==> src/rtl/mux_io_expander.sv <==
module mux_io_expander #(
  parameter int PHASE_CYCLES = 8,
  parameter int GUARD_CYCLES = 2
) (
  input  logic       clk,
  input  logic       rst_n,
  input  logic       cfg_bidir,
  input  logic       cfg_expand,
  input  logic [7:0] out_a,
  input  logic [7:0] out_b,
  input  logic [7:0] pin_sense,
  input  logic [7:0] ded_n,
  output logic       phase,
  output logic [7:0] pin_drive,
  output logic [7:0] in_a,
  output logic [7:0] in_b,
  output logic [7:0] in_ded_a,
  output logic [7:0] in_ded_b
);
  localparam int CW = (PHASE_CYCLES > 2) ? $clog2(PHASE_CYCLES) : 1;

  logic [CW-1:0] cnt;

  wire       last      = (cnt == CW'(PHASE_CYCLES - 1));
  wire       guard_hit = (cnt == CW'(GUARD_CYCLES));
  wire       b_en      = cfg_bidir | cfg_expand;
  wire [7:0] next_drv  = phase ? (b_en ? out_b : 8'h00) : out_a;

  always_ff @(posedge clk) begin
    if (!rst_n) begin
      cnt       <= '0;
      phase     <= 1'b0;
      pin_drive <= 8'h00;
      in_a      <= 8'h00;
      in_b      <= 8'h00;
      in_ded_a  <= 8'h00;
      in_ded_b  <= 8'h00;
    end else begin
      cnt <= last ? '0 : cnt + 1'b1;
      if (guard_hit) pin_drive <= next_drv;
      if (last) begin
        phase <= ~phase;
        if (!phase) begin
          if (cfg_bidir) in_a <= ~pin_sense;
          in_ded_a <= ~ded_n;
        end else begin
          if (cfg_bidir)  in_b     <= ~pin_sense;
          if (cfg_expand) in_ded_b <= ~ded_n;
        end
      end
    end
  end

  a_r3_drive_after_guard: assert property (@(posedge clk) disable iff (!rst_n)
    !$stable(pin_drive) |-> $past(cnt) == CW'(GUARD_CYCLES));

  a_r4_in_a_at_phase_rise: assert property (@(posedge clk) disable iff (!rst_n)
    !$stable(in_a) |-> ($rose(phase) && $past(cfg_bidir)));

  a_r4_in_b_at_phase_fall: assert property (@(posedge clk) disable iff (!rst_n)
    !$stable(in_b) |-> ($fell(phase) && $past(cfg_bidir)));

  a_r5_ded_a_at_phase_rise: assert property (@(posedge clk) disable iff (!rst_n)
    !$stable(in_ded_a) |-> $rose(phase));

  a_r6_ded_b_needs_expand: assert property (@(posedge clk) disable iff (!rst_n)
    !$stable(in_ded_b) |-> ($fell(phase) && $past(cfg_expand)));

  a_r2_bank_b_released: assert property (@(posedge clk) disable iff (!rst_n)
    ($past(phase) && phase && $past(cnt) == CW'(GUARD_CYCLES) && !$past(cfg_bidir) && !$past(cfg_expand))
      |-> pin_drive == 8'h00);

  a_r1_phase_on_wrap: assert property (@(posedge clk) disable iff (!rst_n)
    !$stable(phase) |-> $past(cnt) == CW'(PHASE_CYCLES - 1));
endmodule

==> config.mk <==
export PLATFORM = sky130hd
export DESIGN_NAME = mux_io_expander
export DESIGN_NICKNAME = d
export VERILOG_FILES = /design/src/rtl/mux_io_expander.sv
export SDC_FILE = /design/constraint.sdc
export NUM_CORES = 1
export LEC_CHECK = 0
export BUFFER_PORTS_ARGS = -buffer_cell sky130_fd_sc_hd__buf_2
export CAP_MARGIN = 20
export CORE_MARGIN = 4
export CORE_UTILIZATION = 44
export CTS_CLUSTER_DIAMETER = 80
export CTS_CLUSTER_SIZE = 8
export DETAILED_ROUTE_END_ITERATION = 10
export PLACE_DENSITY = 0.74
export SLEW_MARGIN = 20
export SYNTH_ARGS = -nofsm -noshare
export SYNTH_HDL_FRONTEND = slang
export SYNTH_SLANG_ARGS = --single-unit
==> constraint.sdc <==
create_clock -name clk -period 3.9 [get_ports clk]
set_input_delay 0.195 -clock clk [delete_from_list [all_inputs] [get_ports clk]]
set_output_delay 0.195 -clock clk [all_outputs]
set_load 0.02 [all_outputs]
==> impl_metrics.env, run 1 <==
export IMPL_fmax_mhz=612.1
export IMPL_viasPerCell=5.021
export IMPL_ioPinCount=77
export IMPL_post_route_period_util=0.4189
export IMPL_fin_skew_ns=0.005927
export IMPL_finalHoldViolCount=0
export IMPL_vias=1426
export IMPL_yosys_register_bits=44
export IMPL_crit_buf_inv=1
export IMPL_synth_top_area_frac=0.5199
export IMPL_cts_tree="done"
export IMPL_maxCapViolations=0
export IMPL_yosys_top_cells_area="dfxtp_1, o211a_1, nand2_1, a221oi_1, ha_1"
export IMPL_setup_tns_ns=0
export IMPL_firstDrtPassIters=4
export IMPL_cpLargestDelayFamily="simple AND/OR/NAND/NOR gates"
export IMPL_maxSlewViolCount=0
export IMPL_start_util=0.4593
export IMPL_drt_iter0_markers=64
export IMPL_gp_congestion=0.7292
export IMPL_worst_slew_pin_slew_ns=0.7010
export IMPL_instances_no_fill=284
export IMPL_portBuffers=76
export IMPL_numCtsBuffers=5
export IMPL_outcome="completed"
export IMPL_root_buffer="clkbuf_8"
export IMPL_drive_above_1_share=0.3602
export IMPL_setup_viol=0
export IMPL_fin_nets=276
export IMPL_die_w_um=70.05
export IMPL_worst_path_stages=6
export IMPL_cp_required_ns=4.08
export IMPL_core_rowCount=22
export IMPL_crit_top_cell="ha_1"
export IMPL_min_path_cells=3
export IMPL_grt_pass1_wl_um=5809
export IMPL_drt_wl_total_um=3619
export IMPL_avgSynthCellArea_um2=10.27
export IMPL_path_cells="ha_1 > ha_1 > nor2b_1 > buf_4 > nand2_1 > o211a_1"
export IMPL_cts_setup_buffers=0
export IMPL_whs_ns=0.1748
export IMPL_arrival_ns=1.82
export IMPL_drcViolationCount=0
export IMPL_first_global_vias=1291
export IMPL_diodes=0
export IMPL_numPlacedInstances=276
export IMPL_reg2regPathDepth=6
export IMPL_gr_total_overflow=0
export IMPL_crit_slowest_cell="nor2b_1"
export IMPL_path_clk_slew_ns=0.08
export IMPL_syn_nets=205
export IMPL_rsz0062_at_grt="false"
export IMPL_postRouteAntennaNets=0
export IMPL_synth_warnings=0
export IMPL_power_leakage_nw=1.408
export IMPL_design_area_um2=2127
export IMPL_dp_hpwl_um=2661
export IMPL_synth_seq_area_share=0.5199
export IMPL_core_um2=3689
export IMPL_grt_use_total=0.1447
export IMPL_netlist_area_um2=1694
export IMPL_start_kind="flop"
export IMPL_htreeDepth=2
export IMPL_cp_max_fo=11
export IMPL_area_growth_pct=25.55
export IMPL_cts_hold_buffers=0
export IMPL_power_density_nw_per_um2=374.3
export IMPL_grt_max_degree=43
export IMPL_clk_latency_ns=0.29
export IMPL_clock_sinks=44
export IMPL_yosysUniqueCellTypes=19
export IMPL_period_needed_ns=1.634
export IMPL_antenna_found_initial=0
export IMPL_synth_top_area_cell="dfxtp_1"
export IMPL_critical_path_class="reg -> reg"
export IMPL_die_height_um=70.05
export IMPL_placed_cell_area_um2=2042
export IMPL_floorplan_die_area_um2=4907
export IMPL_vdd_ir_drop_max_v=0.0002162
export IMPL_clk_path_buf_depth=2
export IMPL_hold_class="in -> reg"
export IMPL_cts_resized=0
export IMPL_cp_end_kind="flop"
export IMPL_drt_wirelength_per_cell_um=12.74
export IMPL_syn_inst=165
export IMPL_relSlewSlack=0.5327
export IMPL_slowest_delay_ns=0.38
[where the power goes]
| group | switching [mW] | internal (mW) | leakage [nW] |
|---|---|---|---|
| Clock | 0.138 | 0.122 | 0.0410 |
| Sequential | 0.00577 | 0.461 | 0.356 |
| Combinational | 0.0410 | 0.0285 | 1.01 |
[cells in the final DEF (no fill, tap or decap)]
cell type,instances
nor2_1,12
o211a_1,32
clkbuf_8,5
buf_2,76
nand2_1,32
clkinv_1,1
clkinv_2,1
buf_4,1
inv_1,2
and3_2,2
nand2b_1,2
o21a_1,2
nor2b_1,2
and3b_1,1
clkbuf_1,1
dfxtp_1,44
a221oi_1,8
o21ai_0,8
ha_1,4
[Yosys cell counts]
master    instances
buf_4             2
and3b_1           1
clkinv_1          1
inv_1             2
nor2b_1           2
nor2_1           12
nand2b_1          2
and3_2            2
o21ai_0           8
buf_2             2
buf_6             3
buf_8             1
dfxtp_1          44
o21a_1            2
nand2_1          32
a221oi_1          8
o211a_1          32
ha_1              4
clkbuf_1          5
[kinds of logic after synthesis]
| logic type | share of synthesized area |
|---|---|
| simple gates | 0.1263 |
| compound gates | 0.2629 |
| flops | 0.5199 |
| buf+inv | 0.06129 |
| fa+ha+maj | 0.02954 |
[per-stage QoR]
stage / total power, mW / utilization / worst slack [ns]
detailed placement: 0.5472 / 0.5536 / 1.968
global placement: 0.5462 / 0.5536 / 2.074
global route: 0.8285 / 0.5767 / 2.061
CTS: 0.8057 / 0.5746 / 1.977
finish: 0.7961 / 0.5767 / 2.266
floorplan: 0.5128 / - / 2.436
[final timing paths]
| kind | startpoint | to | slack (ns) |
|---|---|---|---|
| max reg2reg | cnt[0] | in_ded_a[3] | 2.27 |
| min | out_b[4] | pin_drive[4] | 0.17 |
| min reg2reg | cnt[0] | cnt[0] | 0.46 |
| max | cnt[0] | in_ded_a[3] | 2.27 |
[layer usage]
layer  track usage  wire, um  vias up
met5             0         0        -
met4       0.04468        36        0
met3       0.05468       279        5
met2        0.2361      1651       45
met1        0.1762      1651      649
li1              -         -      727
[registers in the layout, summed over array words and instances, names as in the netlist]
signal / flops
in_b: 8
in_ded_b: 8
in_a: 8
pin_drive: 8
cnt: 3
in_ded_a: 8
phase: 1
[area by class of cell]
class	count	area [um2]
Fill cell	355	1562
Inverter	3	11.26
Clock buffer	6	72.57
Timing Repair Buffer	77	387.9
Sequential cell	44	880.8
Multi-Input combinational cell	105	709.4
Tap cell	48	60.06
Clock inverter	1	5.005
[worst min-delay path: cells and delay by family]
| kind | cells | cell delay, ns |
|---|---|---|
| simple gates | 1 | 0.09 |
| compound gates | 1 | 0.06 |
| buf+inv | 1 | 0.08 |
No activity file was read; power rests on OpenSTA's default activity.
==> run 2, diff against run 1 <==
--- a/config.mk
+++ b/config.mk
@@ -8,11 +8,11 @@
 export BUFFER_PORTS_ARGS = -buffer_cell sky130_fd_sc_hd__buf_2
 export CAP_MARGIN = 20
 export CORE_MARGIN = 4
-export CORE_UTILIZATION = 44
+export CORE_UTILIZATION = 41
 export CTS_CLUSTER_DIAMETER = 80
 export CTS_CLUSTER_SIZE = 8
 export DETAILED_ROUTE_END_ITERATION = 10
-export PLACE_DENSITY = 0.74
+export PLACE_DENSITY = 0.72
 export SLEW_MARGIN = 20
 export SYNTH_ARGS = -nofsm -noshare
 export SYNTH_HDL_FRONTEND = slang
==> constraint.sdc (replaced) <==
create_clock -name clk -period 1.3 [get_ports clk]
set_input_delay 0.065 -clock clk [delete_from_list [all_inputs] [get_ports clk]]
set_output_delay 0.065 -clock clk [all_outputs]
set_load 0.02 [all_outputs]
==> run 2 against run 1 <==
The run now ends with negative setup slack left. Clock power grew to 3.0 times the previous value. Non-clock buffer count is 10 higher. Wire length is 21% higher. First-iteration DRC count is 14% higher. Count of clock-buffer cells in the layout stayed put. Maximum frequency is 22% higher. Die area is 6.5% higher. Utilization is 3.1 points higher.
==> impl_metrics.env, run 2 (synthesis results as in run 1) <==
export IMPL_outcome="finished, violations left"
export IMPL_violations="negative setup slack"
export IMPL_cpLargestDelayFamily="flip-flops"
export IMPL_fin_skew_ns=0.009879
export IMPL_hold_class="in -> reg"
export IMPL_core_rowCount=23
export IMPL_reg2regPathDepth=6
export IMPL_crit_buf_inv=2
export IMPL_path_clk_slew_ns=0.08
export IMPL_htreeDepth=2
export IMPL_placed_cell_area_um2=2180
export IMPL_die_height_um=72.28
export IMPL_design_area_um2=2431
export IMPL_die_w_um=72.28
export IMPL_portBuffers=76
export IMPL_vdd_ir_drop_max_v=0.0006554
export IMPL_slowest_delay_ns=0.34
export IMPL_dp_hpwl_um=2929
export IMPL_setup_viol=10
export IMPL_antenna_found_initial=0
export IMPL_numCtsBuffers=5
export IMPL_drt_wirelength_per_cell_um=14.67
export IMPL_gp_congestion=0.7204
export IMPL_fin_ws_ns=-0.03874
export IMPL_grt_max_degree=27
export IMPL_final_common_cell="buf_2"
export IMPL_critical_path_class="reg -> reg"
export IMPL_viasPerCell=5.138
export IMPL_grt_pass1_wl_um=6817
export IMPL_period_needed_ns=1.339
export IMPL_diodes=0
export IMPL_layout_common_cells="buf_2, dfxtp_1, o211a_1"
export IMPL_arrival_ns=1.52
export IMPL_cts_hold_buffers=0
export IMPL_setup_tns_ns=-0.2249
export IMPL_reg2reg_slack_ns=-0.04
export IMPL_firstDrtPassIters=4
export IMPL_postRouteAntennaNets=0
export IMPL_fmax_mhz=747.0
export IMPL_cp_max_fo=6
export IMPL_first_global_vias=1470
export IMPL_r2r_end="in_ded_a[3]"
export IMPL_drive_above_1_share=0.5444
export IMPL_crit_slowest_cell="dfxtp_2"
export IMPL_clk_latency_ns=0.29
export IMPL_drt_wl_total_um=4371
export IMPL_clock_sinks=44
export IMPL_drt_iter0_markers=73
export IMPL_vias=1531
export IMPL_timing_rr_start="cnt[1]"
export IMPL_cp_end_kind="flop"
export IMPL_power_density_nw_per_um2=1018
export IMPL_relSlewSlack=0.7506
export IMPL_cts_tree="done"
export IMPL_finalHoldViolCount=0
export IMPL_grt_use_total=0.1648
export IMPL_start_util=0.4235
export IMPL_area_growth_pct=43.50
export IMPL_rsz0062_at_grt="true"
export IMPL_clk_path_buf_depth=2
export IMPL_start_kind="flop"
export IMPL_post_route_period_util=1.030
export IMPL_floorplan_die_area_um2=5224
export IMPL_maxSlewViolCount=0
export IMPL_worst_slew_pin_slew_ns=0.3740
export IMPL_ioPinCount=77
export IMPL_path_cells="ha_4 > buf_6 > ha_4 > nor2b_4 > buf_6 > o211a_1"
export IMPL_fin_nets=288
export IMPL_core_um2=4000
export IMPL_power_leakage_nw=1.498
export IMPL_drcViolationCount=0
export IMPL_min_path_cells=3
export IMPL_cp_required_ns=1.49
export IMPL_hold_path_endpoint="pin_drive[0]"
export IMPL_worstHoldStart="out_b[0]"
export IMPL_gr_total_overflow=0
export IMPL_maxCapViolations=0
export IMPL_root_buffer="clkbuf_8"
-- run 2: cell count changes in the layout (fill, tap and decap cells not counted), moves of 5 or more --
cell,previous run,this run
nand2_2,0,16
nand2_1,32,16
buf_6,0,5
a221oi_2,0,6
a221oi_1,8,2
-- run 2: worst max-delay path by stage --
stage / startpoint / to / slack, ns / depth (start not counted)
2_1_floorplan: cnt[0] / in_a[0] / -0.05 / 6
3_3_place_gp: cnt[1] / in_ded_a[2] / -0.1 / 6
3_5_place_dp: cnt[1] / in_a[4] / -0.14 / 5
4_1_cts: cnt[0] / in_ded_a[3] / -0.06 / 6
5_1_grt: cnt[1] / in_ded_a[7] / -0.1 / 7
6_report: cnt[1] / in_ded_a[3] / -0.04 / 6
-- run 2: where the power goes --
group | internal, mW | total (mW) | switching, mW
registers | 1.38 | 1.41 | 0.0249
logic | 0.121 | 0.277 | 0.156
clock network | 0.365 | 0.790 | 0.424
total | 1.87 | 2.48 | 0.605
-- run 2: stage by stage --
stage | total power [mW] | hold slack [ns] | utilization | cells | worst slack (ns)
final | 2.475 | 0.03062 | 0.6078 | 298 | -0.03874
after global routing | 2.593 | 0.03996 | 0.6078 | 298 | -0.09635
after CTS | 2.470 | 0.03317 | 0.5790 | 298 | -0.05639
after detailed placement | 1.678 | 0.3506 | 0.5449 | 288 | -0.1411
after global placement | 1.675 | 0.3328 | 0.5449 | 288 | -0.09654
after floorplan | 1.550 | 0.2007 | - | 165 | -0.04598
-- run 2: cell type report --
cell class | instances | area, um2
fill | 353 | 1569
multi-input combinational | 107 | 897.1
sequential | 44 | 884.6
timing repair buffer | 87 | 494.2
clock buffer | 6 | 72.57
tap | 50 | 62.56
inverter | 3 | 15.01
clock inverter | 1 | 5.005
-- run 2: repair_timing --
item | 4_1_cts | 5_1_grt
pin swaps | 10 | 15
cloned | 2 | 1
setup endpoints to repair | 38 | 40
gates resized for setup | 12 | 38
setup buffers | 1 | 0
-- run 2: layer usage --
layer  vias to the layer above  track usage  part of all wire
met5                         -            0                 0
met4                         0      0.04384             0.012
met3                         6      0.05402             0.071
met2                        43       0.2791              0.49
met1                       720       0.2005              0.42
li1                        762            -                 -
-- run 2: worst min-delay path, delay by kind of cell --
family	cells	cell delay (ns)
buf+inv	1	0.09
compound gates	1	0.05
simple gates	1	0.09
